[src/rtl/i2c_dual_pkg.sv]
`timescale 1ns/1ps
package i2c_dual_pkg;
  // protocol phase of the target
  typedef enum logic [2:0] {
    PH_IDLE,
    PH_RX,
    PH_ACK_OUT,
    PH_TX,
    PH_ACK_IN
  } phase_t;

  // meaning of the byte currently being received
  typedef enum logic [1:0] {
    RB_DEV,
    RB_WADDR,
    RB_WDATA
  } rxbyte_t;

  localparam int unsigned NUM_BANKS = 2;
  localparam logic BANK_CSR  = 1'b0;
  localparam logic BANK_USER = 1'b1;
endpackage

[src/rtl/i2c_line_sync.sv]
`timescale 1ns/1ps
module i2c_line_sync #(
  parameter int unsigned STAGES = 2
) (
  input  logic clk,
  input  logic rst_n,
  input  logic scl_i,
  input  logic sda_i,
  output logic sda_s,
  output logic scl_rise,
  output logic scl_fall,
  output logic start_det,
  output logic stop_det
);
  logic [STAGES-1:0] scl_ff, sda_ff;
  logic [STAGES-1:0] scl_ff_d, sda_ff_d;
  logic scl_q, sda_q;
  logic scl_s;

  assign scl_ff_d = {scl_ff[STAGES-2:0], scl_i};
  assign sda_ff_d = {sda_ff[STAGES-2:0], sda_i};

  always_ff @(posedge clk or negedge rst_n) begin
    if (!rst_n) begin
      scl_ff <= '1;
      sda_ff <= '1;
      scl_q  <= 1'b1;
      sda_q  <= 1'b1;
    end else begin
      scl_ff <= scl_ff_d;
      sda_ff <= sda_ff_d;
      scl_q  <= scl_s;
      sda_q  <= sda_s;
    end
  end

  always_comb begin
    scl_s     = scl_ff[STAGES-1];
    sda_s     = sda_ff[STAGES-1];
    scl_rise  = scl_s & ~scl_q;
    scl_fall  = ~scl_s & scl_q;
    start_det = scl_s & scl_q & sda_q & ~sda_s;
    stop_det  = scl_s & scl_q & ~sda_q & sda_s;
  end
endmodule

[src/rtl/i2c_bank_store.sv]
`timescale 1ns/1ps
module i2c_bank_store
  import i2c_dual_pkg::*;
#(
  parameter int unsigned DEPTH = 16,
  parameter int unsigned AW    = $clog2(DEPTH)
) (
  input  logic                 clk,
  input  logic                 rst_n,
  input  logic                 we,
  input  logic                 wbank,
  input  logic [AW-1:0]        widx,
  input  logic [7:0]           wdata,
  input  logic                 rbank,
  input  logic [AW-1:0]        ridx,
  output logic [7:0]           rdata,
  output logic [NUM_BANKS-1:0] bank_we
);
  logic [7:0] bank_rd [NUM_BANKS];

  for (genvar g = 0; g < NUM_BANKS; g++) begin : g_bank
    logic [7:0] mem [DEPTH];

    assign bank_we[g] = we && (wbank == g[0]);

    always_ff @(posedge clk or negedge rst_n) begin
      if (!rst_n) begin
        for (int i = 0; i < DEPTH; i++) mem[i] <= '0;
      end else if (bank_we[g]) begin
        mem[widx] <= wdata;
      end
    end

    assign bank_rd[g] = mem[ridx];
  end

  assign rdata = bank_rd[rbank];
endmodule

[src/rtl/i2c_target_fsm.sv]
`timescale 1ns/1ps
module i2c_target_fsm
  import i2c_dual_pkg::*;
#(
  parameter logic [6:0] ID_CSR  = 7'b1101111,
  parameter logic [6:0] ID_USER = 7'b1010111
) (
  input  logic       clk,
  input  logic       rst_n,
  input  logic       sda_s,
  input  logic       scl_rise,
  input  logic       scl_fall,
  input  logic       start_det,
  input  logic       stop_det,
  input  logic [7:0] rdata,
  output logic       sda_oe,
  output logic [7:0] ptr,
  output logic       ptr_load,
  output logic       mem_we,
  output logic       bank_sel,
  output logic [7:0] wdata,
  output logic       idle
);
  phase_t     phase_q, phase_d;
  rxbyte_t    kind_q, kind_d;
  logic [3:0] bitcnt_q, bitcnt_d;
  logic [7:0] sh_q, sh_d;
  logic       oe_q, oe_d;
  logic [7:0] ptr_q, ptr_d;
  logic       bank_q, bank_d;
  logic       rd_q, rd_d;
  logic       rspend_q, rspend_d;
  logic       mack_q, mack_d;

  logic [6:0] dev_id;
  logic       hit_csr, hit_user, dev_bank, dev_rd, id_ok;

  always_comb begin
    dev_id   = sh_q[7:1];
    dev_rd   = sh_q[0];
    hit_csr  = (dev_id == ID_CSR);
    hit_user = (dev_id == ID_USER);
    dev_bank = hit_user ? BANK_USER : BANK_CSR;
    id_ok    = (hit_csr || hit_user) &&
               !(dev_rd && rspend_q && (dev_bank != bank_q));
  end

  always_comb begin
    phase_d  = phase_q;
    kind_d   = kind_q;
    bitcnt_d = bitcnt_q;
    sh_d     = sh_q;
    oe_d     = oe_q;
    ptr_d    = ptr_q;
    bank_d   = bank_q;
    rd_d     = rd_q;
    rspend_d = rspend_q;
    mack_d   = mack_q;
    ptr_load = 1'b0;
    mem_we   = 1'b0;

    if (stop_det) begin
      phase_d  = PH_IDLE;
      oe_d     = 1'b0;
      rspend_d = 1'b0;
    end else if (start_det) begin
      phase_d  = PH_RX;
      kind_d   = RB_DEV;
      bitcnt_d = '0;
      oe_d     = 1'b0;
    end else begin
      case (phase_q)
        PH_RX: begin
          if (scl_rise && bitcnt_q != 4'd8) begin
            sh_d     = {sh_q[6:0], sda_s};
            bitcnt_d = bitcnt_q + 4'd1;
          end else if (scl_fall && bitcnt_q == 4'd8) begin
            case (kind_q)
              RB_DEV: begin
                if (id_ok) begin
                  oe_d     = 1'b1;
                  phase_d  = PH_ACK_OUT;
                  bank_d   = dev_bank;
                  rd_d     = dev_rd;
                  rspend_d = !dev_rd;
                end else begin
                  phase_d  = PH_IDLE;
                end
              end
              RB_WADDR: begin
                oe_d     = 1'b1;
                phase_d  = PH_ACK_OUT;
                ptr_d    = sh_q;
                ptr_load = 1'b1;
              end
              default: begin
                oe_d    = 1'b1;
                phase_d = PH_ACK_OUT;
                mem_we  = 1'b1;
                ptr_d   = ptr_q + 8'd1;
              end
            endcase
          end
        end
        PH_ACK_OUT: begin
          if (scl_fall) begin
            bitcnt_d = '0;
            if (kind_q == RB_DEV && rd_q) begin
              sh_d    = rdata;
              oe_d    = ~rdata[7];
              ptr_d   = ptr_q + 8'd1;
              phase_d = PH_TX;
            end else begin
              oe_d    = 1'b0;
              phase_d = PH_RX;
              kind_d  = (kind_q == RB_DEV) ? RB_WADDR : RB_WDATA;
            end
          end
        end
        PH_TX: begin
          if (scl_rise) begin
            bitcnt_d = bitcnt_q + 4'd1;
          end else if (scl_fall) begin
            if (bitcnt_q != 4'd8) begin
              sh_d = {sh_q[6:0], 1'b0};
              oe_d = ~sh_q[6];
            end else begin
              oe_d    = 1'b0;
              phase_d = PH_ACK_IN;
            end
          end
        end
        PH_ACK_IN: begin
          if (scl_rise) begin
            mack_d = ~sda_s;
          end else if (scl_fall) begin
            bitcnt_d = '0;
            if (mack_q) begin
              sh_d    = rdata;
              oe_d    = ~rdata[7];
              ptr_d   = ptr_q + 8'd1;
              phase_d = PH_TX;
            end else begin
              oe_d    = 1'b0;
              phase_d = PH_IDLE;
            end
          end
        end
        default: ;
      endcase
    end
  end

  always_ff @(posedge clk or negedge rst_n) begin
    if (!rst_n) begin
      phase_q  <= PH_IDLE;
      kind_q   <= RB_DEV;
      bitcnt_q <= '0;
      sh_q     <= '0;
      oe_q     <= 1'b0;
      ptr_q    <= '0;
      bank_q   <= BANK_CSR;
      rd_q     <= 1'b0;
      rspend_q <= 1'b0;
      mack_q   <= 1'b0;
    end else begin
      phase_q  <= phase_d;
      kind_q   <= kind_d;
      bitcnt_q <= bitcnt_d;
      sh_q     <= sh_d;
      oe_q     <= oe_d;
      ptr_q    <= ptr_d;
      bank_q   <= bank_d;
      rd_q     <= rd_d;
      rspend_q <= rspend_d;
      mack_q   <= mack_d;
    end
  end

  assign sda_oe   = oe_q;
  assign ptr      = ptr_q;
  assign bank_sel = bank_q;
  assign wdata    = sh_q;
  assign idle     = (phase_q == PH_IDLE);
endmodule

[src/rtl/i2c_dual_target.sv]
`timescale 1ns/1ps
module i2c_dual_target
  import i2c_dual_pkg::*;
#(
  parameter logic [6:0]  ID_CSR      = 7'b1101111,
  parameter logic [6:0]  ID_USER     = 7'b1010111,
  parameter int unsigned BANK_DEPTH  = 16,
  parameter int unsigned SYNC_STAGES = 2
) (
  input  logic clk,
  input  logic rst_n,
  input  logic scl_i,
  input  logic sda_i,
  output logic sda_oe
);
  localparam int unsigned AW = $clog2(BANK_DEPTH);

  logic [1:0] rst_pipe;
  logic       rst_core_n;

  always_ff @(posedge clk or negedge rst_n) begin
    if (!rst_n) rst_pipe <= '0;
    else        rst_pipe <= {rst_pipe[0], 1'b1};
  end
  assign rst_core_n = rst_pipe[1];

  logic sda_s, scl_rise, scl_fall, start_det, stop_det;
  logic [7:0] rdata, ptr_q, wdata;
  logic ptr_load, mem_we, bank_sel, fsm_idle;
  logic [NUM_BANKS-1:0] bank_we;

  i2c_line_sync #(.STAGES(SYNC_STAGES)) u_sync (
    .clk       (clk),
    .rst_n     (rst_core_n),
    .scl_i     (scl_i),
    .sda_i     (sda_i),
    .sda_s     (sda_s),
    .scl_rise  (scl_rise),
    .scl_fall  (scl_fall),
    .start_det (start_det),
    .stop_det  (stop_det)
  );

  i2c_target_fsm #(.ID_CSR(ID_CSR), .ID_USER(ID_USER)) u_fsm (
    .clk       (clk),
    .rst_n     (rst_core_n),
    .sda_s     (sda_s),
    .scl_rise  (scl_rise),
    .scl_fall  (scl_fall),
    .start_det (start_det),
    .stop_det  (stop_det),
    .rdata     (rdata),
    .sda_oe    (sda_oe),
    .ptr       (ptr_q),
    .ptr_load  (ptr_load),
    .mem_we    (mem_we),
    .bank_sel  (bank_sel),
    .wdata     (wdata),
    .idle      (fsm_idle)
  );

  i2c_bank_store #(.DEPTH(BANK_DEPTH), .AW(AW)) u_store (
    .clk     (clk),
    .rst_n   (rst_core_n),
    .we      (mem_we),
    .wbank   (bank_sel),
    .widx    (ptr_q[AW-1:0]),
    .wdata   (wdata),
    .rbank   (bank_sel),
    .ridx    (ptr_q[AW-1:0]),
    .rdata   (rdata),
    .bank_we (bank_we)
  );
endmodule

[config.mk]
export PLATFORM = sky130hd
export DESIGN_NAME = i2c_dual_target
export DESIGN_NICKNAME = d
export VERILOG_FILES = /design/src/rtl/i2c_dual_pkg.sv /design/src/rtl/i2c_line_sync.sv /design/src/rtl/i2c_bank_store.sv /design/src/rtl/i2c_target_fsm.sv /design/src/rtl/i2c_dual_target.sv
export SDC_FILE = /design/constraint.sdc
export NUM_CORES = 1
export LEC_CHECK = 0
export ABC_CLOCK_PERIOD_IN_PS = 9100
export BUFFER_PORTS_ARGS = -buffer_cell sky130_fd_sc_hd__buf_2
export CAP_MARGIN = 20
export CORE_UTILIZATION = 45
export DETAILED_ROUTE_END_ITERATION = 8
export PLACE_DENSITY = 0.68
export SLEW_MARGIN = 20
export SYNTH_ARGS = -nofsm -noshare
export SYNTH_HDL_FRONTEND = slang
export SYNTH_SLANG_ARGS = --single-unit
[constraint.sdc]
create_clock -name clk -period 9.1 [get_ports clk]
set_input_delay 0 -clock clk [delete_from_list [all_inputs] [get_ports clk]]
set_output_delay 0 -clock clk [all_outputs]
set_load 0.01 [all_outputs]
==> summary.md <==
| Metric | Value |
|---|---|
| Status | `completed` |
| Vias per inst | `between 5 and 6` |
| CTS Sinks | `290` |
| Synthesized area | `13600 sq um` |
| Critical path cell sequence | `buf_4, mux4_2, a22oi_1, o221ai_1, a221oi_1, a211oi_1, a21o_1` |
| Drt drc | `0` |
| Clock H-tree levels | `1` |
| Pwr Density | `~180 nW/um^2` |
| DP Area | `14000 sq um` |
| Input/output buffers | `4` |
| Max cap viols | `0` |
| Clk_lat worst skew | `0.56 ns` |
| Leakage | `7.05 nW` |
| Post-DRT Antenna Nets | `0` |
| Site Rows | `63` |
| Starting Density | `0.459` |
| Global-route wire length before repair | `around 50 mm` |
| Routed wire length per instance | `22.5 um` |
| GRT Overall Usage | `0.206` |
| EDFF count, synth | `0` |
| Post-CTS setup buffers | `0` |
| Pre-Repair DR Iteration Count | `5` |
| Clock Tree Buf Depth | `3` |
| Worst slew pin tran | `1.07 ns` |
| HP Class | `input port to flop` |
| FFs w/ async S/R, synth | `1.00` |
| Final min period | `3.48 ns` |
| Crit path required time | `9.55 ns` |
| Max-slew violation count | `0` |
| Setup Skew | `approximately 0.011 ns` |
| GP Congestion | `0.866` |
| Buf+Inv Stages, Crit Path | `1` |
| Vias after detailed routing | `about 8000` |
| CTS clock-pin slew for the worst setup and hold paths | `0.06 ns` |
| Largest net degree at the start of global routing | `150` |
| Initial DRC Count | `about 480` |
| Number of global-route vias before repair | `~8200` |
| GRT overflow | `0` |
| Syn avg cell area | `14.3 sq um` |
| WL final | `30.5 mm` |
| Register area share after synthesis | `0.532` |
| Ys Warns | `0` |
| Clock root buffer | `clkbuf_16` |
| Die height | `176 um` |
| CP delay by family, top | `compound AO/OA/AOI/OAI gates` |
| Predominant post-synthesis flop cell | `dfrtp_1` |
| Post-layout nets | `959` |
| Yosys top cell area share | `0.521` |
| Final instance area | `15100 sq um` |
| CP max stage delay | `0.92 ns` |
| Share of cells above drive strength 1 | `0.427` |
| Critical Path End Type | `flop` |
| Mapped Cells | `between 900 and 1000` |
| Peak VDD IR | `0.131 mV` |
| Netlist cell types | `slightly above 60` |
| Final HPWL DP | `19.1 mm` |
| Worst-path fanout max | `39` |
| Cell taking the most area after synthesis | `dfrtp_1` |
| RSZ-0062 raised after global routing | `no` |
| Crit path launch type | `flop` |
| Slew headroom | `0.283` |
| Area contributors post-synth | `dfrtp_1 52%, mux2_2 21%, mux4_2 9.4%, mux2i_1 1.7%, dfstp_2 1.2%` |
| Synthesis-to-finish area growth | `10.3%` |
| Crit-path slowest cell | `dfrtp_4` |
| Fmax | `around 290 MHz` |
| Final period util | `0.382` |
| Clock buffer count from CTS | `31` |
| Initial antenna violation count | `1` |
| Setup TNS | `0 ns` |
| TritonCTS clock tree | `yes` |
| Arrival time worst endpoint | `3.93 ns` |
| Die Area | `31000 sq um` |
| Top-count cell post-synth | `dfrtp_1` |
| Setup-failing EPs final | `0` |
| Inserted Diodes | `0` |
| Core area | `between 20000 and 30000 sq um` |
| Synth cell count leaders | `284 x dfrtp_1, 249 x mux2_2, 57 x mux4_2` |
| Ports | `5` |
| Fillers | `2555` |
| Seq cells post-synth | `290` |
| Die width | `176 um` |
| Mapped Nets | `967` |
| Final Hold Fails | `0` |
| Critical path class | `flop to flop` |
==> worst register-to-register path, delay by kind of cell, from the launching register on <==
family	cells	cell delay (ns)
buf+inv	1	0.76
flops	1	0.92
mux	1	0.60
compound gates	5	1.09
==> state kept, by name (all words and copies together), names as in the netlist <==
register            cells
rst_pipe                2
u_fsm.bank_sel          1
u_fsm.bitcnt_q          4
u_fsm.kind_q            2
u_fsm.mack_q            1
u_fsm.phase_q           3
u_fsm.ptr               4
u_fsm.rd_q              1
u_fsm.rspend_q          1
u_fsm.sda_oe            1
u_fsm.wdata             8
u_store.g_bank.mem    256
u_sync.scl_ff           2
u_sync.scl_q            1
u_sync.sda_ff           2
u_sync.sda_q            1
==> power by group <==
part	internal, mW	switching (mW)	leakage (nW)	total, mW
Clock	0.783	0.498	0.507	1.28
Combinational	0.0224	0.0964	2.52	0.119
Sequential	1.30	0.0135	4.02	1.31
Total	2.11	0.607	7.05	2.71
==> through the flow <==
stage	hold slack, ns	power (mW)	utilization	worst slack [ns]	cells
floorplan	-0.296	1.41	-	0.430	957
global placement	-0.214	1.45	0.470	5.63	1302
detailed placement	-0.211	1.45	0.470	5.57	1302
CTS	0.0734	2.74	0.506	5.55	1358
global route	0.0972	2.80	0.507	5.30	1358
finish	0.0908	2.71	0.507	5.62	1358
==> repair_timing <==
| action | 4_1_cts | 5_1_grt |
|---|---|---|
| hold buffers | 4 | 0 |
| endpoints found under the hold margin | 4 | 0 |
| gates resized for setup | 0 | 0 |
==> layer usage <==
metal,up-vias,track usage,share of wire
met5,-,0,0.00039
met4,2,0.0634,0.027
met3,58,0.0383,0.050
met2,170,0.325,0.47
met1,4197,0.290,0.45
li1,3534,-,-
==> path summary, 6_finish.rpt <==
| kind | from | endpoint | slack [ns] | cells past startpoint |
|---|---|---|---|---|
| worst max-delay path | u_fsm.ptr[0] | u_fsm.wdata[4] | 5.62 | 7 |
| worst min-delay path | scl_i | u_sync.scl_ff[0] | 0.09 | 2 |
| worst max register to register | u_fsm.ptr[0] | u_fsm.wdata[4] | 5.62 | 7 |
| worst min register to register | rst_pipe[0] | rst_pipe[1] | 0.35 | 0 |
| max in group asynchronous | rst_pipe[1] | u_fsm.ptr[0] | 6.49 | 2 |
| min in group asynchronous | rst_n | rst_pipe[1] | 0.29 | 3 |
==> logic make-up (layout without fill, tap and decap cells) <==
| logic type | Yosys count | after routing | synth area share |
|---|---|---|---|
| adders and majority gates | 6 | 6 | 0.00550 |
| buffers and inverters | 70 | 81 | 0.0244 |
| muxes | 336 | 336 | 0.322 |
| xor gates and xnor gates | 1 | 1 | 0.000642 |
| DFF | 290 | 290 | 0.532 |
| and+or+nand+nor | 152 | 152 | 0.0648 |
| AOI/OAI and AO/OA | 101 | 101 | 0.0497 |
| other | 1 | 1 | 0.000275 |
==> layout by cell type, fill, tap and decap left out, types with 8 or more instances in the layout <==
master	instances
nor2b_1	10
buf_4	13
a22oi_1	20
a21oi_1	19
clkbuf_8	10
mux4_2	57
mux2_2	249
nand2_1	30
nand2_2	20
o21ai_0	23
clkbuf_16	31
dfrtp_1	280
mux2i_1	23
nor2_1	29
nand3_1	8
==> final cells by class <==
type                            count  area (sq um)  share of cell area
Sequential cell                   290          7270               0.483
Multi-Input combinational cell    597          6050               0.402
Clock buffer                       47           936              0.0622
Tap cell                          390           488              0.0324
Timing Repair Buffer               22           178              0.0118
Clock inverter                      5           103             0.00682
Inverter                            7          26.3             0.00175
Power figures use the tool's default switching activity.
